===== config.mk =====
export PLATFORM = sky130hd
export DESIGN_NAME = zs_scan_seq
export DESIGN_NICKNAME = d
export VERILOG_FILES = /design/src/rtl/zs_pkg.sv /design/src/rtl/zs_last_hit.sv /design/src/rtl/zs_step_ctr.sv /design/src/rtl/zs_strobe_dec.sv /design/src/rtl/zs_scan_seq.sv
export SDC_FILE = /design/constraint.sdc
export NUM_CORES = 1
export LEC_CHECK = 0
export CAP_MARGIN = 10
export CORE_ASPECT_RATIO = 1.1
export CORE_UTILIZATION = 25
export CTS_CLUSTER_DIAMETER = 50
export DETAILED_ROUTE_END_ITERATION = 7
export SYNTH_ARGS = -nofsm -noshare
export SYNTH_HDL_FRONTEND = slang
export SYNTH_HIERARCHICAL = 1
export SYNTH_SLANG_ARGS = --single-unit

===== constraint.sdc =====
create_clock -name clk_i -period 4 [get_ports clk_i]
set_input_delay 0.6 -clock clk_i [delete_from_list [all_inputs] [get_ports clk_i]]
set_output_delay 0.6 -clock clk_i [all_outputs]
set_load 0.02 [all_outputs]

===== src/rtl/zs_pkg.sv =====
package zs_pkg;
  typedef enum logic [1:0] {
    ST_IDLE = 2'd0,
    ST_SCAN = 2'd1,
    ST_FIN  = 2'd2
  } zs_state_e;
endpackage


===== src/rtl/zs_last_hit.sv =====
module zs_last_hit #(
  parameter int N_CH = 32,
  localparam int CH_W = $clog2(N_CH)
) (
  input  logic [N_CH-1:0] map_i,
  output logic            any_o,
  output logic [CH_W-1:0] last_o
);
  always_comb begin
    last_o = '0;
    for (int i = 0; i < N_CH; i++) begin
      if (map_i[i]) last_o = CH_W'(i);
    end
  end

  assign any_o = |map_i;
endmodule


===== src/rtl/zs_step_ctr.sv =====
module zs_step_ctr #(
  parameter int W = 3
) (
  input  logic         clk_i,
  input  logic         rst_ni,
  input  logic         clr_i,
  input  logic         en_i,
  output logic [W-1:0] cnt_o
);
  always_ff @(posedge clk_i or negedge rst_ni) begin
    if (!rst_ni)    cnt_o <= '0;
    else if (clr_i) cnt_o <= '0;
    else if (en_i)  cnt_o <= cnt_o + 1'b1;
  end
endmodule


===== src/rtl/zs_strobe_dec.sv =====
module zs_strobe_dec #(
  parameter int HIT_CYC  = 6,
  parameter int SKIP_CYC = 1,
  localparam int STEP_W  = $clog2(HIT_CYC)
) (
  input  logic              active_i,
  input  logic              hit_i,
  input  logic [STEP_W-1:0] step_i,
  output logic              last_cyc_o,
  output logic              hold_o,
  output logic              conv_o,
  output logic              rd_o,
  output logic              rec_o
);
  localparam logic [STEP_W-1:0] HIT_END  = STEP_W'(HIT_CYC - 1);
  localparam logic [STEP_W-1:0] SKIP_END = STEP_W'(SKIP_CYC - 1);
  localparam logic [STEP_W-1:0] RD_STEP  = STEP_W'(HIT_CYC - 2);
  localparam logic [STEP_W-1:0] CONV_END = STEP_W'(HIT_CYC - 3);

  logic on_hit;
  assign on_hit = active_i & hit_i;

  assign last_cyc_o = active_i & (step_i == (hit_i ? HIT_END : SKIP_END));
  assign hold_o     = on_hit & (step_i == '0);
  assign conv_o     = on_hit & (step_i != '0) & (step_i <= CONV_END);
  assign rd_o       = on_hit & (step_i == RD_STEP);
  assign rec_o      = on_hit & (step_i == HIT_END);
endmodule


===== src/rtl/zs_scan_seq.sv =====
module zs_scan_seq #(
  parameter int N_CH     = 32,
  parameter int SMP_W    = 12,
  parameter int HIT_CYC  = 6,
  parameter int SKIP_CYC = 1,
  localparam int CH_W    = $clog2(N_CH),
  localparam int STEP_W  = $clog2(HIT_CYC)
) (
  input  logic             clk_i,
  input  logic             rst_ni,
  input  logic             start_i,
  input  logic [N_CH-1:0]  hit_map_i,
  input  logic [SMP_W-1:0] adc_data_i,
  output logic             busy_o,
  output logic             done_o,
  output logic [CH_W-1:0]  ch_idx_o,
  output logic             ch_adv_o,
  output logic             hold_o,
  output logic             conv_o,
  output logic             rd_o,
  output logic             rec_valid_o,
  output logic [CH_W-1:0]  rec_ch_o,
  output logic [SMP_W-1:0] rec_smp_o
);
  import zs_pkg::*;

  zs_state_e         state_q;
  logic [N_CH-1:0]   map_q;
  logic [CH_W-1:0]   last_q, ch_q, last_d;
  logic [SMP_W-1:0]  smp_q;
  logic [STEP_W-1:0] step;
  logic              any_d, active, cur_hit, last_cyc, at_last, rd_s;

  zs_last_hit #(.N_CH(N_CH)) u_last (
    .map_i (hit_map_i),
    .any_o (any_d),
    .last_o(last_d)
  );

  assign active  = (state_q == ST_SCAN);
  assign cur_hit = map_q[ch_q];
  assign at_last = (ch_q == last_q);

  zs_step_ctr #(.W(STEP_W)) u_step (
    .clk_i (clk_i),
    .rst_ni(rst_ni),
    .clr_i (~active | last_cyc),
    .en_i  (active),
    .cnt_o (step)
  );

  zs_strobe_dec #(.HIT_CYC(HIT_CYC), .SKIP_CYC(SKIP_CYC)) u_dec (
    .active_i  (active),
    .hit_i     (cur_hit),
    .step_i    (step),
    .last_cyc_o(last_cyc),
    .hold_o    (hold_o),
    .conv_o    (conv_o),
    .rd_o      (rd_s),
    .rec_o     (rec_valid_o)
  );

  always_ff @(posedge clk_i or negedge rst_ni) begin
    if (!rst_ni) begin
      state_q <= ST_IDLE;
      map_q   <= '0;
      last_q  <= '0;
      ch_q    <= '0;
    end else begin
      unique case (state_q)
        ST_IDLE: if (start_i) begin
          map_q   <= hit_map_i;
          last_q  <= last_d;
          ch_q    <= '0;
          state_q <= any_d ? ST_SCAN : ST_FIN;
        end
        ST_SCAN: if (last_cyc) begin
          if (at_last) state_q <= ST_FIN;
          else         ch_q    <= ch_q + 1'b1;
        end
        ST_FIN:  state_q <= ST_IDLE;
        default: state_q <= ST_IDLE;
      endcase
    end
  end

  // sample captured at the end of the read cycle
  always_ff @(posedge clk_i or negedge rst_ni) begin
    if (!rst_ni)   smp_q <= '0;
    else if (rd_s) smp_q <= adc_data_i;
  end

  assign busy_o    = (state_q != ST_IDLE);
  assign done_o    = (state_q == ST_FIN);
  assign ch_idx_o  = ch_q;
  assign ch_adv_o  = last_cyc & ~at_last;
  assign rd_o      = rd_s;
  assign rec_ch_o  = ch_q;
  assign rec_smp_o = smp_q;
endmodule


==> impl_metrics.csv <==
group,metric,value,unit
global_route,grt-ovfl-total,0,
logic_synthesis,netlist_area,0.00326,mm²
global_route,track_usage,0.124,
logic_synthesis,synth_edf_count,0,
sta,slew_headroom,0.584,
die,die_x,111,µm
sta,max_slew.worst_pin.slew,624,ps
placement,hpwlAfterDp,6010,µm
worst_setup_path,cp_common_cell,"nor2b_1",
detailed_routing,drtAntennaViolNets,0,
die,start_util,0.258,
worst_setup_path,cp_slowest_cell,"clkdlybuf4s50_1",
placement,place_congestion,0.756,
die,io_pins,76,
detailed_routing,via_per_inst,4.89,
logic_synthesis,synthSimpleGateAreaFrac,0.160,
worst_setup_path,cp_num_buf_inv,2,
logic_synthesis,synthXorXnorAreaFrac,0.0161,
sta,final.period_utilization,0.927,
sta,tns,0,ps
clock_network,cts_buffers,9,
global_route,grt_pass1_wl,13100,µm
worst_setup_path,cpPeakStageDelay,610,ps
logic_synthesis,synthAdderAreaFrac,0.00768,
layout,fin_nets,414,
detailed_routing,num_vias,2575,
clock_network,clock_path_buffers,2,
worst_setup_path,cp_max_fo,9,
clock_network,cts_root_buffer,"clkbuf_16",
logic_synthesis,ys_seq_area_frac,0.453,
worst_setup_path,cp.arrival,3110,ps
layout,drive_gt1_frac,0.230,
layout,final_core_util,0.352,
pwr,power.total,3.23,mW
logic_synthesis,yosysWarnings,6,
sta,fin_ws,293,ps
detailed_routing,wl_per_cell,15.4,µm
worst_hold_path,min_path_type,"input pin to asynchronous set/reset pin",
clock_network,cts_tree,"done",
die,design.core.area,0.0126,mm²
sta,skew,5.39,ps
layout,final_cell_area,0.00445,mm²
logic_synthesis,synth_compound_area_frac,0.102,
detailed_routing,drt_iter0_drc,108,
placement,place_ws,263,ps
worst_setup_path,cp_top_family,"compound AO/OA/AOI/OAI gates",
worst_setup_path,path_cells,"buf_4, nor2b_1, a2111oi_0, a221oi_1, a22oi_1, nand3_1, or3_1, a21oi_1, nor2b_1, clkdlybuf4s50_1",
worst_setup_path,crit_type,"register to primary output",
worst_setup_path,startpoint,"ch_idx_o[1]$_DFFE_PN0P_",
clock_network,path_clk_slew,50,ps
outcome,status,"finished clean",
worst_setup_path,cp-start-kind,"register",
die,std_cell_rows,43,
die,fp.dieH,122,µm
logic_synthesis,synth_async_sr_flop_share,1.00,
logic_synthesis,ys_ff_latch,59,
placement,placed_area,0.00413,mm²
worst_setup_path,r2r_start,"ch_idx_o[1]$_DFFE_PN0P_",
layout,instances_no_fill,527,
logic_synthesis,netlist_instances,291,
logic_synthesis,yosys.area.top_type_share,0.453,
global_route,grt_max_degree,38,
detailed_routing,drc_errors,0,
sta,worst_hold_slack,288,ps
logic_synthesis,synth.distinct_cells,62,
layout,diodes,0,
sta,max_freq,270,MHz
worst_setup_path,cp_data_required_time,3400,ps
logic_synthesis,synth_flop_cell,"dfrtp_1",
logic_synthesis,synthTopCellsByArea,"dfrtp_1, mux2_2, mux2i_1, nor2_1, nor2b_1",
sta,rsz0062_at_grt,"no",
placement,io_buffers,75,
logic_synthesis,postSynthAreaPerCell,11.2,µm²
run,maxCapViolCount,0,
layout,n_fill_cell,1264,
pwr,p_per_area,726,mW/mm²
logic_synthesis,yosysTopAreaCell,"dfrtp_1",
clock_network,cts_max_level,3,
worst_setup_path,end_kind,"primary output",
global_route,first_global_vias,2631,
clock_network,clkLatencyLatePin,320,ps
logic_synthesis,synthMuxAreaShare,0.212,
placement,dp_cells,509,
detailed_routing,totalWireLength,8140,µm
global_route,antenna_found_initial,0,
clock_network,cts_num_sinks,59,
die,dieArea,0.0135,mm²
pwr,p_leak,1.76,nW
logic_synthesis,synth_fp_nets,340,
sta,hold_violations,0,
sta,setup_viol,0,
clock_network,hold_buffers,0,
sta,drv_slew,0,
pwr,ir_drop,0.270,mV
layout,areaGrowthSynthToFinish,36.7,%
detailed_routing,dr.pass1.iters,4,
logic_synthesis,synth_top_family_by_area,"multiplexers",
sta,min_period,3710,ps
cells in the final DEF (no fill, tap or decap), drive strengths merged, types with 8 or more instances in the layout:
master / netlist / routed
buf: 17 / 10
clkdlybuf4s50: 0 / 74
nand3: 8 / 8
nor3: 10 / 10
dfrtp: 59 / 59
nor2b: 9 / 9
clkbuf: 4 / 10
nor2: 20 / 20
a21oi: 11 / 11
mux2i: 14 / 14
nand2: 9 / 9
mux2: 49 / 49
synth_stat cells (all sizes together) (3+ instances only):
master and instances:
nor2b 9, nand4b 3, a2111oi 4, a21oi 11
nand2b 4, dfrtp 59, o21ai 5, or3 3
nor4 7, buf 17, mux2 49, clkbuf 4
xnor2 4, nor3 10, a221oi 4, inv 7
mux2i 14, nand2 9, a221o 3, nand3 8
or4 3, nor2 20
routing by layer:
layer | track usage | vias up | part of all wire
li1 | - | 1226 | -
met2 | 0.220 | 64 | 0.50
met5 | 0 | - | 0
met1 | 0.144 | 1269 | 0.44
met4 | 0.0558 | 0 | 0.021
met3 | 0.0284 | 16 | 0.040
sequential cells by signal, summed over array words and instances, names as in the netlist:
| name | flops |
|---|---|
| map_q | 32 |
| last_q | 5 |
| rec_smp_o | 12 |
| state_q | 2 |
| ch_idx_o | 5 |
| u_step/cnt_o | 3 |
timing repair:
item | 4_1_cts | 5_1_grt
buffers inserted | 2 | 0
resized for setup | 1 | 2
setup endpoints to repair | 1 | 1
final timing paths:
kind	endpoint	slack, ps	cells past startpoint
worst max-delay path	ch_adv_o	290	10
worst min-delay path	map_q[23]$_DFFE_PN0P_	290	1
worst max register to register	ch_idx_o[0]$_DFFE_PN0P_	770	13
worst min register to register	map_q[12]$_DFFE_PN0P_	490	1
max in group asynchronous	ch_idx_o[1]$_DFFE_PN0P_	2810	2
min in group clk_i	map_q[12]$_DFFE_PN0P_	490	1
cells by family (layout without fill, tap and decap cells):
group,Yosys count,after routing
and+or+nand+nor,87,87
muxes,63,63
DFF,59,59
AOI/OAI and AO/OA,46,46
buffers and inverters,28,107
xor gates and xnor gates,6,6
adders and majority gates,2,2
area by class of cell:
| cell class | count | area, µm² | area share |
|---|---|---|---|
| Clock buffer | 10 | 229 | 0.0514 |
| Clock inverter | 6 | 80.1 | 0.0180 |
| Inverter | 7 | 26.3 | 0.00590 |
| Multi-Input combinational cell | 204 | 1630 | 0.366 |
| Sequential cell | 59 | 1480 | 0.332 |
| Tap cell | 157 | 196 | 0.0441 |
| Timing Repair Buffer | 84 | 813 | 0.183 |
worst reg2reg max path: stages (launching register included):
cell	delay [ps]
dfrtp_2	370
buf_4	170
nor2b_1	60
a2111oi_0	380
a221oi_1	110
a22oi_1	180
nand3_1	180
or3_1	400
a21oi_1	180
buf_4	160
mux2i_1	60
or2_0	350
or3b_1	420
o2bb2ai_1	140
where the power goes:
| part | switching [mW] | internal [mW] | leakage, nW |
|---|---|---|---|
| combinational | 0.617 | 0.718 | 0.912 |
| sequential | 0.212 | 0.879 | 0.695 |
| clock | 0.265 | 0.540 | 0.156 |
| total | 1.09 | 2.14 | 1.76 |
Note: power is estimated with default switching activity, not from simulation.
